===== src/rtl/irq_pkg.sv =====
package irq_pkg;
  parameter int unsigned IRQ_WAIT_DEF = 24;

  typedef enum logic {
    RD_IDLE = 1'b0,
    RD_OPEN = 1'b1
  } rd_phase_e;
endpackage


===== src/rtl/irq_bank.sv =====
module irq_bank #(
  parameter int unsigned RW       = 8,
  parameter bit          HAS_UVLO = 1'b0
) (
  input  logic          clk,
  input  logic          rst_n,
  input  logic [RW-1:0] evt,
  input  logic          supply_ok,
  input  logic          rd_sel,
  input  logic          mask_sel,
  input  logic [RW-1:0] mask_wdata,
  output logic [RW-1:0] stat,
  output logic [RW-1:0] mask,
  output logic          new_unm,
  output logic          pend_nxt,
  output logic          pend_old_nxt
);
  logic [RW-1:0] evt_q, stat_q, mask_q;
  logic [RW-1:0] rise, stat_d, kept_d, mask_d;

  always_comb begin
    rise   = evt & ~evt_q;
    kept_d = rd_sel ? '0 : stat_q;
    mask_d = mask_sel ? mask_wdata : mask_q;
    stat_d = kept_d | rise;
    if (HAS_UVLO && !supply_ok) begin
      stat_d[0] = 1'b0;
      kept_d[0] = 1'b0;
    end
    new_unm      = |(rise & ~mask_d);
    pend_nxt     = |(stat_d & ~mask_d);
    pend_old_nxt = |(kept_d & ~mask_d);
  end

  always_ff @(posedge clk or negedge rst_n) begin
    if (!rst_n) begin
      evt_q  <= '0;
      stat_q <= '0;
      mask_q <= '1;
    end else begin
      evt_q  <= evt;
      stat_q <= stat_d;
      mask_q <= mask_d;
    end
  end

  assign stat = stat_q;
  assign mask = mask_q;
endmodule


===== src/rtl/irq_gate.sv =====
module irq_gate #(
  parameter int unsigned DLY = 24,
  localparam int unsigned CW = $clog2(DLY + 1)
) (
  input  logic clk,
  input  logic rst_n,
  input  logic busy,
  input  logic new_evt,
  input  logic scl_tick,
  input  logic pend_nxt,
  input  logic pend_old_nxt,
  output logic hold,
  output logic irq_n
);
  logic [CW-1:0] cnt_q, cnt_d;
  logic          act_q, act_d, hold_d;

  always_comb begin
    cnt_d = cnt_q;
    if (new_evt && (busy || cnt_q != '0))
      cnt_d = CW'(DLY);
    else if (scl_tick && cnt_q != '0)
      cnt_d = cnt_q - 1'b1;
    hold_d = (cnt_d != '0);
    act_d  = (act_q && pend_old_nxt) || (pend_nxt && !hold_d);
  end

  always_ff @(posedge clk or negedge rst_n) begin
    if (!rst_n) begin
      cnt_q <= '0;
      act_q <= 1'b0;
    end else begin
      cnt_q <= cnt_d;
      act_q <= act_d;
    end
  end

  assign hold  = (cnt_q != '0);
  assign irq_n = ~act_q;
endmodule


===== src/rtl/irq_ctrl.sv =====
module irq_ctrl #(
  parameter int unsigned NREG = 3,
  parameter int unsigned RW   = 8,
  parameter int unsigned AW   = 4,
  parameter int unsigned DLY  = irq_pkg::IRQ_WAIT_DEF
) (
  input  logic               clk,
  input  logic               rst_n,
  input  logic [NREG*RW-1:0] evt,
  input  logic               supply_ok,
  input  logic               mask_we,
  input  logic [AW-1:0]      mask_addr,
  input  logic [RW-1:0]      mask_wdata,
  input  logic               rd_start,
  input  logic [AW-1:0]      rd_addr,
  input  logic               rd_stop,
  input  logic               scl_tick,
  output logic               rd_valid,
  output logic [RW-1:0]      rd_data,
  output logic               irq_n
);
  import irq_pkg::*;

  logic [NREG-1:0][RW-1:0] stat_all, mask_all;
  logic [NREG-1:0]         new_v, pend_v, pend_old_v;
  logic [NREG-1:0]         pend_now_v;
  logic                    pend_now, hold, busy;
  rd_phase_e               phase_q;
  logic [RW-1:0]           rd_mux, rd_data_q;
  logic                    rd_valid_q;

  for (genvar g = 0; g < NREG; g++) begin : g_bank
    irq_bank #(.RW(RW), .HAS_UVLO(g == 0)) u_bank (
      .clk         (clk),
      .rst_n       (rst_n),
      .evt         (evt[g*RW +: RW]),
      .supply_ok   (supply_ok),
      .rd_sel      (rd_start && rd_addr == AW'(g)),
      .mask_sel    (mask_we && mask_addr == AW'(g)),
      .mask_wdata  (mask_wdata),
      .stat        (stat_all[g]),
      .mask        (mask_all[g]),
      .new_unm     (new_v[g]),
      .pend_nxt    (pend_v[g]),
      .pend_old_nxt(pend_old_v[g])
    );
    assign pend_now_v[g] = |(stat_all[g] & ~mask_all[g]);
  end

  assign pend_now = |pend_now_v;
  assign busy     = rd_start || (phase_q == RD_OPEN);

  always_ff @(posedge clk or negedge rst_n) begin
    if (!rst_n) phase_q <= RD_IDLE;
    else if (rd_start) phase_q <= RD_OPEN;
    else if (rd_stop) phase_q <= RD_IDLE;
  end

  irq_gate #(.DLY(DLY)) u_gate (
    .clk         (clk),
    .rst_n       (rst_n),
    .busy        (busy),
    .new_evt     (|new_v),
    .scl_tick    (scl_tick),
    .pend_nxt    (|pend_v),
    .pend_old_nxt(|pend_old_v),
    .hold        (hold),
    .irq_n       (irq_n)
  );

  always_comb begin
    rd_mux = '0;
    for (int i = 0; i < NREG; i++)
      if (rd_addr == AW'(i)) rd_mux = stat_all[i];
  end

  always_ff @(posedge clk or negedge rst_n) begin
    if (!rst_n) begin
      rd_valid_q <= 1'b0;
      rd_data_q  <= '0;
    end else begin
      rd_valid_q <= rd_start;
      if (rd_start) rd_data_q <= rd_mux;
    end
  end

  assign rd_valid = rd_valid_q;
  assign rd_data  = rd_data_q;
endmodule


===== config.mk =====
export PLATFORM = sky130hd
export DESIGN_NAME = irq_ctrl
export DESIGN_NICKNAME = d
export VERILOG_FILES = /design/src/rtl/irq_pkg.sv /design/src/rtl/irq_bank.sv /design/src/rtl/irq_gate.sv /design/src/rtl/irq_ctrl.sv
export SDC_FILE = /design/constraint.sdc
export NUM_CORES = 1
export LEC_CHECK = 0
export BUFFER_PORTS_ARGS = -buffer_cell sky130_fd_sc_hd__buf_2
export CORE_MARGIN = 2
export CORE_UTILIZATION = 60
export CTS_BUF_LIST = sky130_fd_sc_hd__clkbuf_4
export DETAILED_ROUTE_END_ITERATION = 8
export GPL_ROUTABILITY_DRIVEN = 1
export PLACE_DENSITY_LB_ADDON = 0.12
export SLEW_MARGIN = 40
export SYNTH_ARGS = -nofsm -noshare
export SYNTH_HDL_FRONTEND = slang
export SYNTH_SLANG_ARGS = --single-unit
export TNS_END_PERCENT = 50

===== constraint.sdc =====
create_clock -name clk -period 3.58 [get_ports clk]
set_clock_uncertainty 0.15 [all_clocks]
set_input_delay 0.716 -clock clk [delete_from_list [all_inputs] [get_ports clk]]
set_output_delay 0.716 -clock clk [all_outputs]
set_load 0.01 [all_outputs]

; ---- After elaboration in Yosys (flattened, before gate mapping)
; Cells that the tools add are included.
[totals]
elab_cells = 78
ff_bits = 88
[classes]
n_bitwise = 22
muxes = 15
n_reduce_logical = 22
eq_ne = 4
addsub = 1
[op_table]
columns = operator, count
row1 = $and A8 B8 Y8, 12
row2 = $mux W8, 9
row3 = $reduce_or A24 Y1, 3
row4 = $not A8 Y8, 6
row5 = $or A8 B8 Y8, 3
row6 = $logic_and A1 B1 Y1, 10
row7 = $mux W5, 2
row8 = $reduce_bool A5 Y1, 2
row9 = $eq A4 B1 Y1 const B, 2
row10 = $eq A4 B2 Y1 const B, 2
row11 = $logic_not A4 Y1, 2
row12 = $sub A5 B1 Y5 const B, 1
row13 = $mux W1, 4
row14 = $logic_or A1 B1 Y1, 3
row15 = $reduce_bool A2 Y1, 1
row16 = $logic_not A1 Y1, 1
row17 = $not A1 Y1, 1

; ---- Longest topological paths before layout
[depth]
ltp_word = 12
mapped_depth = 10

; ---- Hierarchy
; A second synthesis with hierarchy kept.
[hier_totals]
hier_cells = 349
hier_area_um2 = 4021.4
[by_module_without_submodules]
columns = mod, instances, area_per_inst_um2, seq_area_each_um2, cells_each
row1 = irq_bank at g_bank[1].u_bank ..., 2, 963.4, 610.6, 78
row2 = irq_bank at g_bank[0].u_bank, 1, 1004.7, 610.6, 82
row3 = irq_ctrl, 1, 710.7, 250.2, 72
row4 = irq_gate, 1, 379.1, 150.1, 39

; ---- Least setup slack after synthesis
; No wires, ideal clock.
[synth_timing]
path_type = input to register
start = in mask_addr[0]
end = reg u_gate.act_q
stages = 8
required_ns = 3.335
path_slack_ns = 0.694
arrival_time_ns = 2.640
path_cell_list = or4b_1 > buf_6 > nor2_8 > mux2_4 > o221a_2 > nor4b_1 > nor4b_2 > o31ai_1
[synth_via]
elab_chain_len = 12
[synth_rtl]
columns = element, line
row1 = "start, declared", irq_ctrl.sv:12  ; input logic [AW-1:0] mask_addr,
row2 = $logic_not A4 Y1 (*), irq_ctrl.sv:39  ; .mask_sel (mask_we && mask_addr == AW'(g)),
row3 = $logic_and A1 B1 Y1 (*), irq_ctrl.sv:39
row4 = $mux W8 (*), irq_bank.sv:24  ; mask_d = mask_sel ? mask_wdata : mask_q;
row5 = named net g_bank[0].u_bank.mask_d[7], irq_bank.sv:19  ; logic [RW-1:0] rise, stat_d, kept_d, mask_d;
row6 = $not A8 Y8 (*), "irq_bank.sv:30, irq_bank.sv:31, irq_bank.sv:32"
row7 = $and A8 B8 Y8, irq_bank.sv:30  ; new_unm = |(rise & ~mask_d);
row8 = $reduce_or A24 Y1, irq_ctrl.sv:63  ; .new_evt (|new_v),
row9 = $logic_and A1 B1 Y1, irq_gate.sv:20  ; if (new_evt && (busy || cnt_q != '0))
row10 = $mux W5, irq_gate.sv:20
row11 = $reduce_bool A5 Y1, irq_gate.sv:24  ; hold_d = (cnt_d != '0);
row12 = $logic_not A1 Y1, irq_gate.sv:25  ; act_d = (act_q && pend_old_nxt) || (pend_nxt && !hold_d);
row13 = $logic_and A1 B1 Y1, irq_gate.sv:25
row14 = $logic_or A1 B1 Y1 (*), irq_gate.sv:25
row15 = named net u_gate.act_d, irq_gate.sv:16  ; logic act_q, act_d, hold_d;
row16 = "end signal, assigned", irq_gate.sv:34  ; act_q <= act_d;
row17 = "end, declared", irq_gate.sv:16
; The timed path passes the listed nets; every way through them passes the cells marked *.
; A chain may end at the register's enable or synchronous reset.

; ---- Worst setup path in the final report
[layout_timing]
start = in mask_addr[0]
end = reg u_gate.act_q
[layout_via]
elab_chain_len = 12
[layout_rtl]
columns = element, line
row1 = $eq A4 B1 Y1 (tied with other cells), irq_ctrl.sv:39
row2 = $logic_and A1 B1 Y1, irq_ctrl.sv:39
row3 = $mux W8, irq_bank.sv:24
row4 = $not A8 Y8, "irq_bank.sv:30, irq_bank.sv:31, irq_bank.sv:32"
row5 = $and A8 B8 Y8, irq_bank.sv:30
row6 = $reduce_or A24 Y1, irq_ctrl.sv:63
row7 = $logic_and A1 B1 Y1, irq_gate.sv:20
row8 = $mux W5, irq_gate.sv:20
row9 = $reduce_bool A5 Y1, irq_gate.sv:24
row10 = $logic_not A1 Y1, irq_gate.sv:25
row11 = $logic_and A1 B1 Y1, irq_gate.sv:25
row12 = $logic_or A1 B1 Y1 (*), irq_gate.sv:25
row13 = named net u_gate.act_d, irq_gate.sv:16
; Marked as above.

==> run summary <==
The run finished with clean final reports. The number of rows created at floorplan came out at 29. The master cell of the clock root buffer is clkbuf_4.

After synthesis, the share of flip-flops with an asynchronous set or reset is 1.00. Entering global routing, the biggest net connects 65 pins. The via count of the first global-routing pass was 3212. The die area is 0.00718 mm². The flip-flop and latch count after synthesis is 88. In the global route stage, overall resource usage came out at 0.288.

The final setup violation count is 0. On the critical path, the stage with the largest delay is an instance of or4b_1. The unique cell type count in the Yosys netlist is 48. In this run the remaining antenna-violating nets after routing total 0. For the worst setup path, the data arrival time is 2.99 ns. The final route contains 3158 vias. The number of hold violations in the final report came out at 0.

In this design, the stage delay of the slowest critical-path cell is 0.73 ns. The number of pins with negative max-slew slack in the final report came out at 0. The total overflow left after global routing is 0. For this run, the number of Yosys warnings is 0. The starting density of the core is 0.620. The first-iteration detailed-routing DRC count is 326. The synthesized design contains 0 enable-type register cells.

Ranked by total cell area, the synthesized netlist is headed by dfrtp_1, dfstp_2, nand2_1. The die is 84.7 µm wide. Max-cap violations in this run came to 0.

The worst slew margin relative to its limit is 0.625. Along the worst path, the maximum fanout reaches 9. The critical path required time is 3.76 ns. The wire-length estimate of the detail-placed layout is 7.15 mm. In the routed design, unresolved DRC markers number 0. At the pin with the least slew margin, the transition time is 0.563 ns. The final-stage net count came out at 484. Setup repair after global routing left no endpoint under its margin. Among all flip-flop cells after synthesis, the most frequent one is dfrtp_1.

The number of H-tree levels is 3. Dividing total power by cell area gives a power density of 483 mW/mm². The buffers inserted during post-CTS setup optimization is 0. In the finished design, the share of the clock period the worst path needs comes to 0.785. The via-per-instance ratio is 6.10. The final RePlAce weighted congestion is 0.872. The initial antenna violation count came out at 0. A synthesized cell averages 10.5 µm².

The count of buffers added on input and output ports is 56. The post-layout total power came out at 0.00216 W. The first global-routing pass estimated 15.9 mm of wire. The area of the core came out at 0.00631 mm². The area added between synthesis and finish is 14.1%.

TritonCTS built the clock tree. The number of iterations in the first detailed-routing pass is 7. The post-synthesis cell count came out at 371.

The synthesized netlist net count came out at 419. The routed design could run at a clock period as short as 2.81 ns. The hold-fix buffer count after cts came out at 0. The worst setup path is launched from an input port. 0 antenna diodes ended up in the layout. In this run the register-to-register setup slack is 1.01 ns. The mapped cell area is 0.00391 mm². The post-cts repair resize count came out at 0. For this design, the sink count on the clock tree is 88.

The class of the tightest hold or removal check is in2async. From bottom edge to top edge, the die measures 84.7 µm. The largest area contributor in the netlist is dfrtp_1. The number of CTS-inserted buffers is 9. The highest ir drop seen on vdd came out at 0.443 mV. The post-CTS clock slew at the launch and capture registers of the worst setup and hold paths came out at 0.13 ns. The cell family with the largest share of critical-path delay is compound AO/OA/AOI/OAI gates. Traced cell by cell, the critical path runs through buf_2 -> or4b_1 -> o21ai_0 -> a21oi_1 -> a2111oi_0 -> a31oi_1 -> nor4b_2 -> o31ai_1. The total wire length after detailed routing came out at 9.75 mm. The share of post-route cells with drive strength above 1 is 0.265.

The worst setup path is of the in2reg kind. The final routed wire length divided by cell count came out at 18.8 µm. The share of synthesized area occupied by flip-flops and latches came out at 0.571.

Counting both buffers and inverters, the worst setup path holds a total of 1. The number of placed I/O pins came out at 57. The critical path capture point type is a flop.

The cell leakage power came out at 2.03 nW. In this run the deepest clock path goes through 2 buffers. The area share of the largest cell type after synthesis is 0.409. The upper clock frequency limit came out at 356 MHz.

The clock reaches the later pin of the worst-skew pair after 0.44 ns. The aggregate negative setup slack came out at 0 ns.
[state kept, by name, indices dropped and copies added (netlist names)]
name                 cells
u_gate.act_q             1
g_bank.u_bank.mask      24
phase_q                  1
g_bank.u_bank.evt_q     24
g_bank.u_bank.stat      24
rd_valid                 1
u_gate.cnt_q             5
rd_data                  8
[synth_stat cells, types with 3 or more instances]
cell type and count:
nand2_1 72, dfrtp_1 64, o22ai_1 29, dfstp_2 24, o21ai_0 24, inv_1 23, nand2b_1 19, a31oi_1 9
nor3b_1 9, clkbuf_1 8, mux2_2 7, mux2i_1 7, a21oi_1 6, nor4_1 6, o31ai_1 6, nor2_1 4
o31a_1 4, and2_1 3, nand3_1 3, nor3_1 3
[worst paths after layout]
check                                               startpoint                                  end  depth (start not counted)
max in group asynchronous                                rst_n   g_bank[2].u_bank.mask[4]$_DFF_PN1_                          2
min reg2reg                g_bank[0].u_bank.evt_q[2]$_DFF_PN0_   g_bank[0].u_bank.stat[2]$_DFF_PN0_                          1
max reg2reg                          u_gate.cnt_q[0]$_DFF_PN0_               u_gate.act_q$_DFF_PN0_                          9
min in group clk                                       evt[19]  g_bank[2].u_bank.evt_q[3]$_DFF_PN0_                          1
max                                               mask_addr[0]               u_gate.act_q$_DFF_PN0_                          8
min                                                      rst_n            u_gate.cnt_q[3]$_DFF_PN0_                          1
[layout by cell type, fill, tap and decap left out, types with 9 or more instances in the layout]
master / count
nand2b_1: 19
dfstp_2: 24
clkbuf_4: 10
nand2_1: 72
a31oi_1: 9
nor3b_1: 9
dfrtp_1: 64
inv_1: 23
o21ai_0: 24
buf_2: 55
o22ai_1: 29
[stage by stage]
stage	instances	hold WS [ns]	setup WS, ns	utilization	cell area, µm²
finish	518	0.0829	0.769	0.707	4460
global placement	502	0.309	0.379	0.681	4300
global route	518	0.113	0.659	0.707	4460
detailed placement	502	0.326	0.332	0.681	4300
floorplan	371	0.270	0.694	-	3910
CTS	518	0.215	0.799	0.707	4460
[cell type report]
| cell class | instances | area (µm²) |
|---|---|---|
| Sequential cell | 88 | 2230 |
| Timing Repair Buffer | 63 | 339 |
| Clock inverter | 6 | 83.8 |
| Fill cell | 507 | 1850 |
| Multi-Input combinational cell | 251 | 1550 |
| Clock buffer | 10 | 75.1 |
| Tap cell | 77 | 96.3 |
| Inverter | 23 | 86.3 |
[metal layers]
layer / track usage / share of wire / vias up
li1: - / - / 1470
met1: 0.390 / 0.43 / 1556
met2: 0.459 / 0.48 / 116
met3: 0.0747 / 0.063 / 16
met4: 0.0924 / 0.021 / 0
met5: 0 / 0 / -
[power breakdown]
part           internal (W)  leakage [nW]  switching (W)
combinational      0.000141          1.00       0.000188
clock              0.000288        0.0817       0.000338
sequential          0.00114         0.951      0.0000635
[kinds of logic after synthesis]
family,Yosys count,share of synthesized area
xor gates and xnor gates,2,0.00448
DFF,88,0.571
buffers and inverters,32,0.0326
AOI/OAI and AO/OA,97,0.162
adders and majority gates,1,0.00320
muxes,16,0.0457
and+or+nand+nor,135,0.181
Power figures use the tool's default switching activity.
